**src/rtl/irq_ctx_pkg.sv**
```systemverilog
package irq_ctx_pkg;
  localparam int BLK_W      = 4;
  localparam int IDX_W      = 24;
  localparam int CAM_W      = BLK_W + IDX_W;
  localparam int WORD_W     = 32;
  localparam int LS_W       = 24;
  localparam int PID_W      = 32;
  localparam int TID_NARROW = 7;

  typedef enum logic [1:0] {
    RING_USER = 2'd0,
    RING_OS   = 2'd1,
    RING_POOL = 2'd2,
    RING_PHYS = 2'd3
  } ring_e;

  typedef struct packed {
    logic physHit;
    logic poolHit;
    logic osHit;
    logic userHit;
  } hits_t;

  typedef struct packed {
    logic  load;
    logic  matchValid;
    ring_e ring;
    logic  unsupported;
  } ctrl_t;
endpackage

```
**src/rtl/irq_ctx_byteswap.sv**
```systemverilog
module irq_ctx_byteswap #(
  parameter int BYTES = 4,
  localparam int W = BYTES * 8
) (
  input  logic [W-1:0] stored,
  output logic [W-1:0] logical
);
  for (genvar b = 0; b < BYTES; b++) begin : g_lane
    assign logical[(BYTES-1-b)*8 +: 8] = stored[b*8 +: 8];
  end
endmodule

```
**src/rtl/irq_ctx_datapath.sv**
```systemverilog
module irq_ctx_datapath
  import irq_ctx_pkg::*;
#(
  parameter int BLKW   = BLK_W,
  parameter int IDXW   = IDX_W,
  parameter int WORDW  = WORD_W,
  parameter int LSW    = LS_W,
  parameter int PIDW   = PID_W,
  parameter int TIDN   = TID_NARROW,
  localparam int CAMW  = BLKW + IDXW,
  localparam int TIDW  = TIDN + 1,
  localparam int NRING = 4
) (
  input  logic             clk,
  input  logic             rstN,
  input  logic [BLKW-1:0]  reqBlock,
  input  logic [IDXW-1:0]  reqVpIndex,
  input  logic [LSW-1:0]   reqLogicServer,
  input  logic [WORDW-1:0] ctxPhys,
  input  logic [WORDW-1:0] ctxPool,
  input  logic [WORDW-1:0] ctxOs,
  input  logic [WORDW-1:0] ctxUser,
  input  logic [PIDW-1:0]  procId,
  input  logic [BLKW-1:0]  localBlock,
  input  logic             tidWide,
  input  ctrl_t            ctrl,
  output hits_t            hits,
  output logic             matchValid,
  output logic [1:0]       matchRing,
  output logic             unsupported
);
  localparam int VALID_BIT = WORDW - 1;

  logic [NRING-1:0][WORDW-1:0] storedWords;
  logic [NRING-1:0][WORDW-1:0] logicalWords;

  assign storedWords[3] = ctxPhys;
  assign storedWords[2] = ctxPool;
  assign storedWords[1] = ctxOs;
  assign storedWords[0] = ctxUser;

  for (genvar r = 0; r < NRING; r++) begin : g_swap
    irq_ctx_byteswap #(.BYTES(WORDW / 8)) swap_i (
      .stored (storedWords[r]),
      .logical(logicalWords[r])
    );
  end

  logic [CAMW-1:0] reqCam;
  assign reqCam = {reqBlock, reqVpIndex};

  logic [IDXW-1:0] physIdxNarrow;
  logic [IDXW-1:0] physIdxWide;
  logic [CAMW-1:0] physCam;

  assign physIdxNarrow = (IDXW'(1) << TIDN) | IDXW'(procId[TIDN-1:0]);
  assign physIdxWide   = (IDXW'(1) << TIDW) | IDXW'(procId[TIDW-1:0]);
  assign physCam       = {localBlock, (tidWide ? physIdxWide : physIdxNarrow)};

  logic [NRING-1:0] ringValid;
  for (genvar r = 0; r < NRING; r++) begin : g_valid
    assign ringValid[r] = logicalWords[r][VALID_BIT];
  end

  logic [CAMW-1:0] poolCam;
  logic [CAMW-1:0] osCam;
  logic [LSW-1:0]  userServer;

  assign poolCam    = logicalWords[2][CAMW-1:0];
  assign osCam      = logicalWords[1][CAMW-1:0];
  assign userServer = logicalWords[0][LSW-1:0];

  logic osIdentityOk;
  assign osIdentityOk = ringValid[1] && (osCam == reqCam);

  assign hits.physHit = ringValid[3] && (physCam == reqCam);
  assign hits.poolHit = ringValid[2] && (poolCam == reqCam);
  assign hits.osHit   = osIdentityOk;
  assign hits.userHit = osIdentityOk && ringValid[0] && (userServer == reqLogicServer);

  always_ff @(posedge clk) begin
    if (!rstN) begin
      matchValid  <= 1'b0;
      matchRing   <= 2'd0;
      unsupported <= 1'b0;
    end else if (ctrl.load) begin
      matchValid  <= ctrl.matchValid;
      matchRing   <= ctrl.ring;
      unsupported <= ctrl.unsupported;
    end else begin
      matchValid  <= 1'b0;
      matchRing   <= 2'd0;
      unsupported <= 1'b0;
    end
  end

  logic unusedBits;
  assign unusedBits = ^{procId[PIDW-1:TIDW],
                        logicalWords[3][VALID_BIT-1:0],
                        logicalWords[2][VALID_BIT-1:CAMW],
                        logicalWords[1][VALID_BIT-1:CAMW],
                        logicalWords[0][VALID_BIT-1:LSW]};
endmodule

```
**src/rtl/irq_ctx_control.sv**
```systemverilog
module irq_ctx_control
  import irq_ctx_pkg::*;
(
  input  logic  reqValid,
  input  logic  reqFormat,
  input  logic  reqIgnore,
  input  hits_t hits,
  output ctrl_t ctrl
);
  always_comb begin
    ctrl             = '0;
    ctrl.load        = reqValid;
    ctrl.ring        = RING_USER;
    if (!reqFormat) begin
      if (reqIgnore) begin
        ctrl.unsupported = 1'b1;
      end else if (hits.physHit) begin
        ctrl.matchValid = 1'b1;
        ctrl.ring       = RING_PHYS;
      end else if (hits.poolHit) begin
        ctrl.matchValid = 1'b1;
        ctrl.ring       = RING_POOL;
      end else if (hits.osHit) begin
        ctrl.matchValid = 1'b1;
        ctrl.ring       = RING_OS;
      end
    end else if (hits.userHit) begin
      ctrl.matchValid = 1'b1;
      ctrl.ring       = RING_USER;
    end
  end
endmodule

```
**src/rtl/irq_ctx_matcher.sv**
```systemverilog
module irq_ctx_matcher
  import irq_ctx_pkg::*;
(
  input  logic                 clk,
  input  logic                 rstN,
  input  logic                 reqValid,
  input  logic                 reqFormat,
  input  logic                 reqIgnore,
  input  logic [BLK_W-1:0]     reqBlock,
  input  logic [IDX_W-1:0]     reqVpIndex,
  input  logic [LS_W-1:0]      reqLogicServer,
  input  logic [WORD_W-1:0]    ctxPhys,
  input  logic [WORD_W-1:0]    ctxPool,
  input  logic [WORD_W-1:0]    ctxOs,
  input  logic [WORD_W-1:0]    ctxUser,
  input  logic [PID_W-1:0]     procId,
  input  logic [BLK_W-1:0]     localBlock,
  input  logic                 tidWide,
  output logic                 matchValid,
  output logic [1:0]           matchRing,
  output logic                 unsupported
);
  hits_t hits;
  ctrl_t ctrl;

  irq_ctx_control ctl_i (
    .reqValid (reqValid),
    .reqFormat(reqFormat),
    .reqIgnore(reqIgnore),
    .hits     (hits),
    .ctrl     (ctrl)
  );

  irq_ctx_datapath dp_i (
    .clk           (clk),
    .rstN          (rstN),
    .reqBlock      (reqBlock),
    .reqVpIndex    (reqVpIndex),
    .reqLogicServer(reqLogicServer),
    .ctxPhys       (ctxPhys),
    .ctxPool       (ctxPool),
    .ctxOs         (ctxOs),
    .ctxUser       (ctxUser),
    .procId        (procId),
    .localBlock    (localBlock),
    .tidWide       (tidWide),
    .ctrl          (ctrl),
    .hits          (hits),
    .matchValid    (matchValid),
    .matchRing     (matchRing),
    .unsupported   (unsupported)
  );
endmodule

```
**config.mk**
```make
export PLATFORM = sky130hd
export DESIGN_NAME = irq_ctx_matcher
export DESIGN_NICKNAME = d
export VERILOG_FILES = /design/src/rtl/irq_ctx_pkg.sv /design/src/rtl/irq_ctx_byteswap.sv /design/src/rtl/irq_ctx_datapath.sv /design/src/rtl/irq_ctx_control.sv /design/src/rtl/irq_ctx_matcher.sv
export SDC_FILE = /design/constraint.sdc
export NUM_CORES = 1
export LEC_CHECK = 0
export BUFFER_PORTS_ARGS = -buffer_cell sky130_fd_sc_hd__buf_2
export CAP_MARGIN = 30
export CORE_AREA = 2 2 88 90
export DETAILED_ROUTE_END_ITERATION = 8
export DIE_AREA = 0 0 90 92
export GPL_ROUTABILITY_DRIVEN = 0
export PLACE_DENSITY = 0.67
export SLEW_MARGIN = 20
export SYNTH_ARGS = -nofsm -noshare
export SYNTH_HDL_FRONTEND = slang
export SYNTH_HIERARCHICAL = 1
export SYNTH_SLANG_ARGS = --single-unit
```
**constraint.sdc**
```tcl
create_clock -name clk -period 2.28 [get_ports clk]
set_clock_uncertainty 0.1 [all_clocks]
set_input_delay 0.228 -clock clk [delete_from_list [all_inputs] [get_ports clk]]
set_output_delay 0.228 -clock clk [all_outputs]
set_load 0.01 [all_outputs]
```
==> results of run 1 <==
[power by group through the flow]
| stage | logic [mW] | registers [mW] | clock network [mW] |
|---|---|---|---|
| 4_1_cts | 0.343 | 0.0710 | 0.151 |
| 2_1_floorplan | 0.253 | 0.0723 | 0 |
| 5_1_grt | 0.371 | 0.0710 | 0.163 |
| 6_report | 0.335 | 0.0711 | 0.147 |
| 3_5_place_dp | 0.341 | 0.0720 | 0 |
| 3_3_place_gp | 0.334 | 0.0720 | 0 |
[through the flow]
stage	setup WS [ns]	cells	area, sq um
after floorplan	0.385	236	1880
after global placement	0.0500	411	2160
after detailed placement	-0.0238	411	2160
after CTS	0.198	414	2200
after global routing	0.141	414	2200
final	0.228	414	2200
[worst max-delay path, delay by kind of cell]
kind / cells / cell delay, ns
AND/OR/NAND/NOR: 5 / 1.20
XOR/XNOR: 1 / 0.16
buffers and inverters: 2 / 0.31
AO/OA/AOI/OAI: 1 / 0.16
[how the worst max path moves through the flow]
stage,startpoint,to,slack (ns),depth (start not counted)
final,reqVpIndex[2],dp_i/matchRing[0],0.23,9
after CTS,reqVpIndex[2],dp_i/matchRing[0],0.20,9
after global routing,reqVpIndex[2],dp_i/matchRing[0],0.14,9
after global placement,reqVpIndex[2],dp_i/matchRing[0],0.05,9
after floorplan,ctxPool[11],dp_i/matchRing[0],0.39,8
after detailed placement,reqVpIndex[2],dp_i/matchRing[0],-0.02,9
[flip-flops by register name, summed over array words and instances (netlist names)]
name and count:
dp_i/matchRing 2, dp_i/matchValid 1, dp_i/unsupported 1
[routing by layer]
layer	wire (um)	share of wire, %	vias to the layer above	track usage [%]
met5	0	0	-	0
met4	28	0.53	0	2.31
met3	443	8.4	4	1.73
met2	2690	51	105	23.4
met1	2120	40	727	14.6
li1	-	-	855	-
[cell type report]
cell class                      instances  area (sq um)  area share (%)
Clock buffer                            3          41.3            1.88
Tap cell                              102           128            5.80
Multi-Input combinational cell        146          1150            52.3
Sequential cell                         4          80.1            3.64
Timing Repair Buffer                  159           801            36.4
==> impl_metrics.csv, run 1 <==
group,metric,value,unit
sta,fmax,0.487,GHz
detailed_routing,drt-vias-per-instance,4.08,
pwr,max-vdd-ir-drop,0.0000800,V
detailed_routing,drtPass1Iterations,6,
pwr,seqPwrFrac,12.8,%
pwr,switching_power,0.183,mW
cts,post_cts_buffers,0,
pwr,clockPowerShare,26.6,%
detailed_routing,drt-wirelength-per-cell,12.7,um
setup_path,critPathLaunchType,"input pin",
detailed_routing,routed_wl,5270,um
floorplan,fp.dieW,90,um
synthesis,synth_fp_nets,458,
cts,cts-root-buf,"clkbuf_8",
final_layout,drive_gt1_share,52.9,%
cts,cts.sinks,4,
detailed_routing,vias,1691,
detailed_routing,ant_nets,0,
global_route,antenna_found_initial,0,
worst_hold_path,min_path_cells,2,
cts,cts_tree,"yes",
placement,io_buffers,157,
setup_path,cpMostUsedCell,"nor4_1",
sta,rsz0062_at_grt,"no",
pwr,design_power_total,0.553,mW
sta,slew_viol_final,0,
sta,whs,0.183,ns
global_route,grt_pass1_vias,1682,
detailed_routing,drc,0,
synthesis,postSynthAreaPerCell,7.95,sq um
global_route,grt_first_pass_wirelength,7980,um
floorplan,coreArea,7450,sq um
global_route,grt-ovfl-total,0,
placement,hpwl,4940,um
worst_hold_path,min_to,"dp_i/matchRing[0]",
sta,worstMarginPinSlew,0.463,ns
final_layout,nets,536,
global_route,grt_usage,12.3,%
run,maxCapViolations,0,
setup_path,path_class,"in -> reg",
pwr,internal_power,0.370,mW
sta,setup_tns,0,ns
sta,maxSlewHeadroom,68.9,%
pwr,p_per_area,252,nW/um^2
floorplan,std_cell_rows,32,
setup_path,critical_path.max_fanout,3,
synthesis,syn_area,1880,sq um
sta,hold_viol_final,0,
setup_path,worstPathRequired,2.29,ns
synthesis,syn_inst,236,
final_layout,final_common_cell,"buf_2",
synthesis,yosys_warnings,6,
final_layout,areaGrowthSynthToFinish,17.3,%
floorplan,die_h,92,um
pwr,leakage,1.08,nW
global_route,grt_max_degree,5,
cts,post_cts_resize_count,0,
cts,cts_buffers,3,
cts,htreeDepth,1,
setup_path,cp-end-kind,"flip-flop",
cts,clockBufferDepth,2,
cts,holdBufCountCts,0,
final_layout,fill_cells,830,
floorplan,dieArea,8280,sq um
outcome,status,"finished clean",
sta,fin_crit,2.05,ns
detailed_routing,drtIter0Drc,18,
pwr,comb_power_share,60.6,%
setup_path,cp_slowest_cell,"nor4_1",
sta,min_period_over_period,90.0,%
worst_hold_path,hold_class,"in -> reg",
final_layout,mostFrequentLayoutCells,"buf_2 (157), xor2_1 (57), xnor2_1 (36)",
final_layout,final_util,29.5,%
final_layout,num_antenna_cells,0,
setup_path,cp.arrival,2.06,ns
floorplan,pin_count,226,
sta,setup_viol,0,
cts,clkSlewWorstSetupHoldPaths,0.03,ns
setup_path,max_stage_delay,0.40,ns
worst_hold_path,hold_start,"rstN",
pwr,p_sw_share,33.2,%
setup_path,path_cells,"buf_2 > xor2_1 > nor4_1 > nand4_1 > nor4_1 > buf_4 > and2b_2 > o21a_1 > and3_1",
floorplan,start_util,25.2,%
Power figures use the tool's default switching activity.
==> run 2, diff against run 1 <==
--- a/config.mk
+++ b/config.mk
@@ -7,13 +7,13 @@
 export LEC_CHECK = 0
 export BUFFER_PORTS_ARGS = -buffer_cell sky130_fd_sc_hd__buf_2
 export CAP_MARGIN = 30
-export CORE_AREA = 2 2 88 90
+export CORE_AREA = 2 2 87 89
 export DETAILED_ROUTE_END_ITERATION = 8
-export DIE_AREA = 0 0 90 92
+export DIE_AREA = 0 0 89 91
 export GPL_ROUTABILITY_DRIVEN = 0
-export PLACE_DENSITY = 0.67
+export GPL_TIMING_DRIVEN = 0
+export PLACE_DENSITY = 0.54
 export SLEW_MARGIN = 20
 export SYNTH_ARGS = -nofsm -noshare
 export SYNTH_HDL_FRONTEND = slang
-export SYNTH_HIERARCHICAL = 1
 export SYNTH_SLANG_ARGS = --single-unit
==> impl_metrics.csv, run 2 <==
group,metric,value,unit
pwr,design_power_total,0.553,mW
final_layout,num_antenna_cells,0,
final_layout,largest-register,"dp_i.matchRing",
cts,cts_buffers,3,
final_layout,final_util,30.1,%
setup_path,path_cells,"buf_2 > xor2_1 > nor4_1 > nand3_1 > nor4_2 > a21boi_1 > or2_1",
setup_path,critical_path.max_fanout,3,
pwr,p_per_area,257,nW/um^2
final_layout,areaGrowthSynthToFinish,79.3,%
placement,hpwl,4760,um
synthesis,yosys_most_used_dff,"dfxtp_1",
floorplan,coreArea,7140,sq um
sta,fmax,0.619,GHz
synthesis,ys_top_cells_by_count,"xnor2_1 (47), xor2_1 (46), nor4_1 (16), nand4_1 (14)",
detailed_routing,drtIter0Drc,9,
sta,slew_viol_final,0,
synthesis,ys_top_cells_by_area,"xnor2_1 (34%), xor2_1 (34%), nor4_1 (8.4%)",
final_layout,mostFrequentLayoutCells,"buf_2 (157), xnor2_1 (47), xor2_1 (46)",
placement,io_buffers,157,
final_layout,nets,530,
sta,setup_tns,0,ns
detailed_routing,ant_nets,0,
sta,maxSlewHeadroom,71.7,%
sta,worstMarginPinSlew,0.421,ns
sta,rsz0062_at_grt,"no",
run,maxCapViolations,0,
detailed_routing,vias,1642,
synthesis,synth-edff-count,0,
setup_path,worstPathRequired,2.34,ns
cts,cts-root-buf,"clkbuf_8",
floorplan,dieArea,8100,sq um
final_layout,top_regs,"dp_i.matchRing: 2 flops, dp_i.matchValid: 1 flops, dp_i.unsupported: 1 flops",
detailed_routing,drtPass1Iterations,4,
cts,holdBufCountCts,0,
floorplan,die_h,91,um
setup_path,cp_slowest_cell,"nor4_1",
synthesis,ys_seq_elements,4,
synthesis,synth_top_area_share,34.3,%
detailed_routing,drt-vias-per-instance,4.05,
cts,htreeDepth,1,
pwr,max-vdd-ir-drop,0.000105,V
setup_path,crit_start,"reqBlock[0]",
final_layout,drive_gt1_share,52.9,%
detailed_routing,routed_wl,4970,um
detailed_routing,drc,0,
pwr,leakage,1.01,nW
floorplan,std_cell_rows,31,
setup_path,critPathLaunchType,"input pin",
placement,dp.cells,402,
global_route,grt_usage,11.7,%
sta,whs,0.117,ns
floorplan,start_util,16.8,%
synthesis,postSynthAreaPerCell,8.21,sq um
synthesis,yosysSeqAreaShare,6.68,%
synthesis,syn_area,1200,sq um
setup_path,cp.arrival,1.68,ns
cts,cts_tree,"yes",
cts,post_cts_buffers,0,
sta,setup_viol,0,
outcome,status,"finished clean",
final_layout,instances_no_fill,405,
cts,post_cts_resize_count,0,
global_route,antenna_found_initial,0,
cts,clockBufferDepth,2,
final_layout,final_common_cell,"buf_2",
synthesis,yosysMostFrequentCell,"xnor2_1",
synthesis,synth_fp_nets,368,
floorplan,fp.dieW,89,um
global_route,grt_pass1_vias,1714,
final_layout,fill_cells,832,
cts,clkSlewWorstSetupHoldPaths,0.03,ns
global_route,grt_first_pass_wirelength,7430,um
synthesis,syn_inst,146,
floorplan,pin_count,226,
sta,fin_crit,1.62,ns
detailed_routing,drt-wirelength-per-cell,12.3,um
synthesis,yosys_warnings,0,
setup_path,max_stage_delay,0.38,ns
synthesis,yosys.cell_types.count,18,
final_layout,largest_reg_flops,2,
cts,cts.sinks,4,
sta,min_period_over_period,70.9,%
global_route,grt_max_degree,4,
setup_path,crit_end,"dp_i.matchValid",
synthesis,synthArstFlopShare,0,%
worst_hold_path,hold_start,"reqFormat",
synthesis,synth_top_cell_by_area,"xnor2_1",
worst_hold_path,hold_class,"in -> reg",
setup_path,cp-end-kind,"flip-flop",
sta,hold_viol_final,0,
global_route,grt-ovfl-total,0,
setup_path,path_class,"in -> reg",
==> run 2: worst min-delay path by stage <==
stage,endpoint,cells after the start
finish,dp_i.unsupported,2
global route,dp_i.unsupported,2
CTS,dp_i.unsupported,2
detailed placement,dp_i.unsupported,2
global placement,dp_i.unsupported,2
floorplan,dp_i.unsupported,1
==> run 2: worst max-delay path: cells and delay by family <==
kind                   cells  cell delay [ns]
AO/OA/AOI/OAI              1             0.19
XOR/XNOR                   1             0.16
buffers and inverters      1             0.13
AND/OR/NAND/NOR            4             0.98
==> run 2: kinds of logic (layout without fill, tap and decap cells) <==
| logic type | count (synthesis) | after routing | synth area share, % |
|---|---|---|---|
| XOR/XNOR | 93 | 93 | 68.0 |
| AND/OR/NAND/NOR | 46 | 46 | 23.9 |
| buffers and inverters | 0 | 160 | 0 |
| AO/OA/AOI/OAI | 3 | 3 | 1.46 |
| flip-flops | 4 | 4 | 6.68 |
==> run 2: stage by stage <==
| stage | instance area, sq um | setup slack, ns |
|---|---|---|
| 3_5_place_dp | 2110 | 0.380 |
| 3_3_place_gp | 2110 | 0.386 |
| 5_1_grt | 2150 | 0.521 |
| 2_1_floorplan | 1200 | 0.909 |
| 6_report | 2150 | 0.663 |
| 4_1_cts | 2150 | 0.601 |
==> run 2: layer usage <==
metal  up-vias  wire, um  global-route usage [%]
met1       699      1740                    11.6
met3         0       525                    2.09
li1        834         -                       -
met5         -         0                       0
met4         0         0                    1.74
met2       109      2710                    24.4
==> run 2: layout make-up <==
type	count	area, sq um	share of cell area, %
multi-input combinational	142	1120	52.0
clock buffer	3	41.3	1.92
sequential	4	80.1	3.73
tap	99	124	5.76
timing repair buffer	157	786	36.6
==> run 2: where the power goes <==
part,internal (mW),switching (mW)
Clock,0.112,0.0329
Sequential,0.0710,0.0000829
Combinational,0.191,0.146
==> run 3, diff against run 2 <==
--- a/config.mk
+++ b/config.mk
@@ -7,12 +7,12 @@
 export LEC_CHECK = 0
 export BUFFER_PORTS_ARGS = -buffer_cell sky130_fd_sc_hd__buf_2
 export CAP_MARGIN = 30
-export CORE_AREA = 2 2 87 89
+export CORE_AREA = 2 2 88 90
 export DETAILED_ROUTE_END_ITERATION = 8
-export DIE_AREA = 0 0 89 91
+export DIE_AREA = 0 0 90 92
 export GPL_ROUTABILITY_DRIVEN = 0
 export GPL_TIMING_DRIVEN = 0
-export PLACE_DENSITY = 0.54
+export PLACE_DENSITY = 0.55
 export SLEW_MARGIN = 20
 export SYNTH_ARGS = -nofsm -noshare
 export SYNTH_HDL_FRONTEND = slang
==> constraint.sdc (replaced) <==
create_clock -name clk -period 1.45 [get_ports clk]
set_clock_uncertainty 0.1 [all_clocks]
set_input_delay 0.145 -clock clk [delete_from_list [all_inputs] [get_ports clk]]
set_output_delay 0.145 -clock clk [all_outputs]
set_load 0.01 [all_outputs]
==> impl_metrics.csv, run 3 (synthesis results as in run 2) <==
group,metric,value,unit
outcome,violations,"setup timing",
cts,clockBufferDepth,2,
sta,hold_viol_final,0,
global_route,grt-busiest-layer,"met2",
floorplan,die_h,92,um
floorplan,std_cell_rows,32,
sta,setup_viol,1,
final_layout,mostFrequentLayoutCells,"buf_2 (147), xnor2_1 (47), xor2_1 (40)",
cts,htreeDepth,1,
detailed_routing,drtPass1Iterations,2,
run,maxCapViolations,0,
placement,io_buffers,157,
outcome,status,"finished with violations",
sta,rsz0062_at_grt,"yes",
global_route,grt_first_pass_wirelength,7910,um
pwr,max-vdd-ir-drop,0.000236,V
global_route,use_met1,12.9,%
cts,cts.sinks,4,
setup_path,critical_path.max_fanout,2,
sta,whs,0.0246,ns
final_layout,largest_reg_flops,2,
final_layout,largest-register,"dp_i.matchRing",
setup_path,cp-end-kind,"flip-flop",
floorplan,coreArea,7450,sq um
detailed_routing,routed_wl,5160,um
pwr,p_per_area,399,nW/um^2
global_route,grt_pass1_vias,1719,
global_route,grt_use_met3,2.88,%
floorplan,start_util,16.1,%
detailed_routing,drt-vias-per-instance,3.96,
sta,fin_crit,1.45,ns
detailed_routing,drc,0,
cts,post_cts_buffers,0,
cts,cts_tree,"yes",
sta,worstMarginPinSlew,0.365,ns
floorplan,dieArea,8280,sq um
setup_path,cp.arrival,1.51,ns
cts,cts-root-buf,"clkbuf_8",
final_layout,nets,530,
final_layout,areaGrowthSynthToFinish,95.6,%
final_layout,drive_gt1_share,56.9,%
detailed_routing,ant_nets,0,
placement,hpwl,4700,um
global_route,grt_max_degree,4,
cts,cts_buffers,3,
sta,slew_viol_final,0,
sta,fmax,0.688,GHz
final_layout,num_antenna_cells,0,
detailed_routing,drt-wirelength-per-cell,12.6,um
cts,clkSlewWorstSetupHoldPaths,0.03,ns
global_route,grt_use_met2,24.1,%
global_route,grt-ovfl-total,0,
global_route,grt_usage,11.9,%
setup_path,critPathLaunchType,"input pin",
detailed_routing,vias,1615,
final_layout,final_common_cell,"buf_2",
sta,maxSlewHeadroom,75.4,%
sta,setup_slack,-0.00250,ns
setup_path,worstPathRequired,1.51,ns
pwr,leakage,1.06,nW
worst_hold_path,hold_class,"in -> reg",
final_layout,top_regs,"dp_i.matchRing: 2 flops, dp_i.matchValid: 1 flops, dp_i.unsupported: 1 flops",
setup_path,path_class,"in -> reg",
sta,min_period_over_period,100,%
floorplan,fp.dieW,90,um
global_route,antenna_found_initial,0,
floorplan,pin_count,226,
detailed_routing,drtIter0Drc,16,
final_layout,final_util,31.5,%
final_layout,fill_cells,823,
==> run 3: path summary, 6_finish.rpt <==
kind	startpoint	endpoint	slack (ns)	cells past startpoint
min	reqFormat	dp_i.unsupported	0.02	2
max	ctxOs[28]	dp_i.matchValid	-0.002	7
==> run 3: through the flow <==
stage                     TNS [ns]  setup slack, ns  cells  power [mW]  cell area [sq um]
final                     -0.00250         -0.00250    408       0.937               2340
after global routing        -0.135          -0.0997    408        1.01               2340
after CTS                  -0.0291          -0.0291    408       0.905               2180
after detailed placement    -0.805           -0.382    405       0.660               2110
after global placement      -0.783           -0.341    405       0.654               2110
after floorplan                  0            0.162    146       0.338               1200
==> run 3: cell type report <==
cell class | instances | area (sq um) | area share [%]
Multi-Input combinational cell | 142 | 1250 | 53.2
Timing Repair Buffer | 157 | 848 | 36.2
Tap cell | 102 | 128 | 5.44
Sequential cell | 4 | 80.1 | 3.42
Clock buffer | 3 | 41.3 | 1.76
==> run 3: repair_timing <==
item / CTS / global route
pin swaps: 2 / 13
resized for setup: 4 / 28
hold buffers: 0 / 0
endpoints found under the setup margin: 2 / 2
==> run 3: worst max-delay path: stages <==
cell and delay [ns]:
buf_6 0.10, xor2_2 0.17, nor4_2 0.31, nand4_1 0.19, nor4_4 0.30, a21boi_2 0.19
or2_1 0.10
==> run 3: power by group <==
part           switching, mW  total, mW  internal [mW]
logic                  0.267      0.600          0.333
clock network         0.0487      0.225          0.176
registers           0.000177      0.112          0.112
==> run 3: metal layers <==
layer  part of all wire (%)  up-vias
met5                      0        -
met4                   0.23        0
met3                    9.6        2
met2                     54      110
met1                     36      675
li1                       -      828
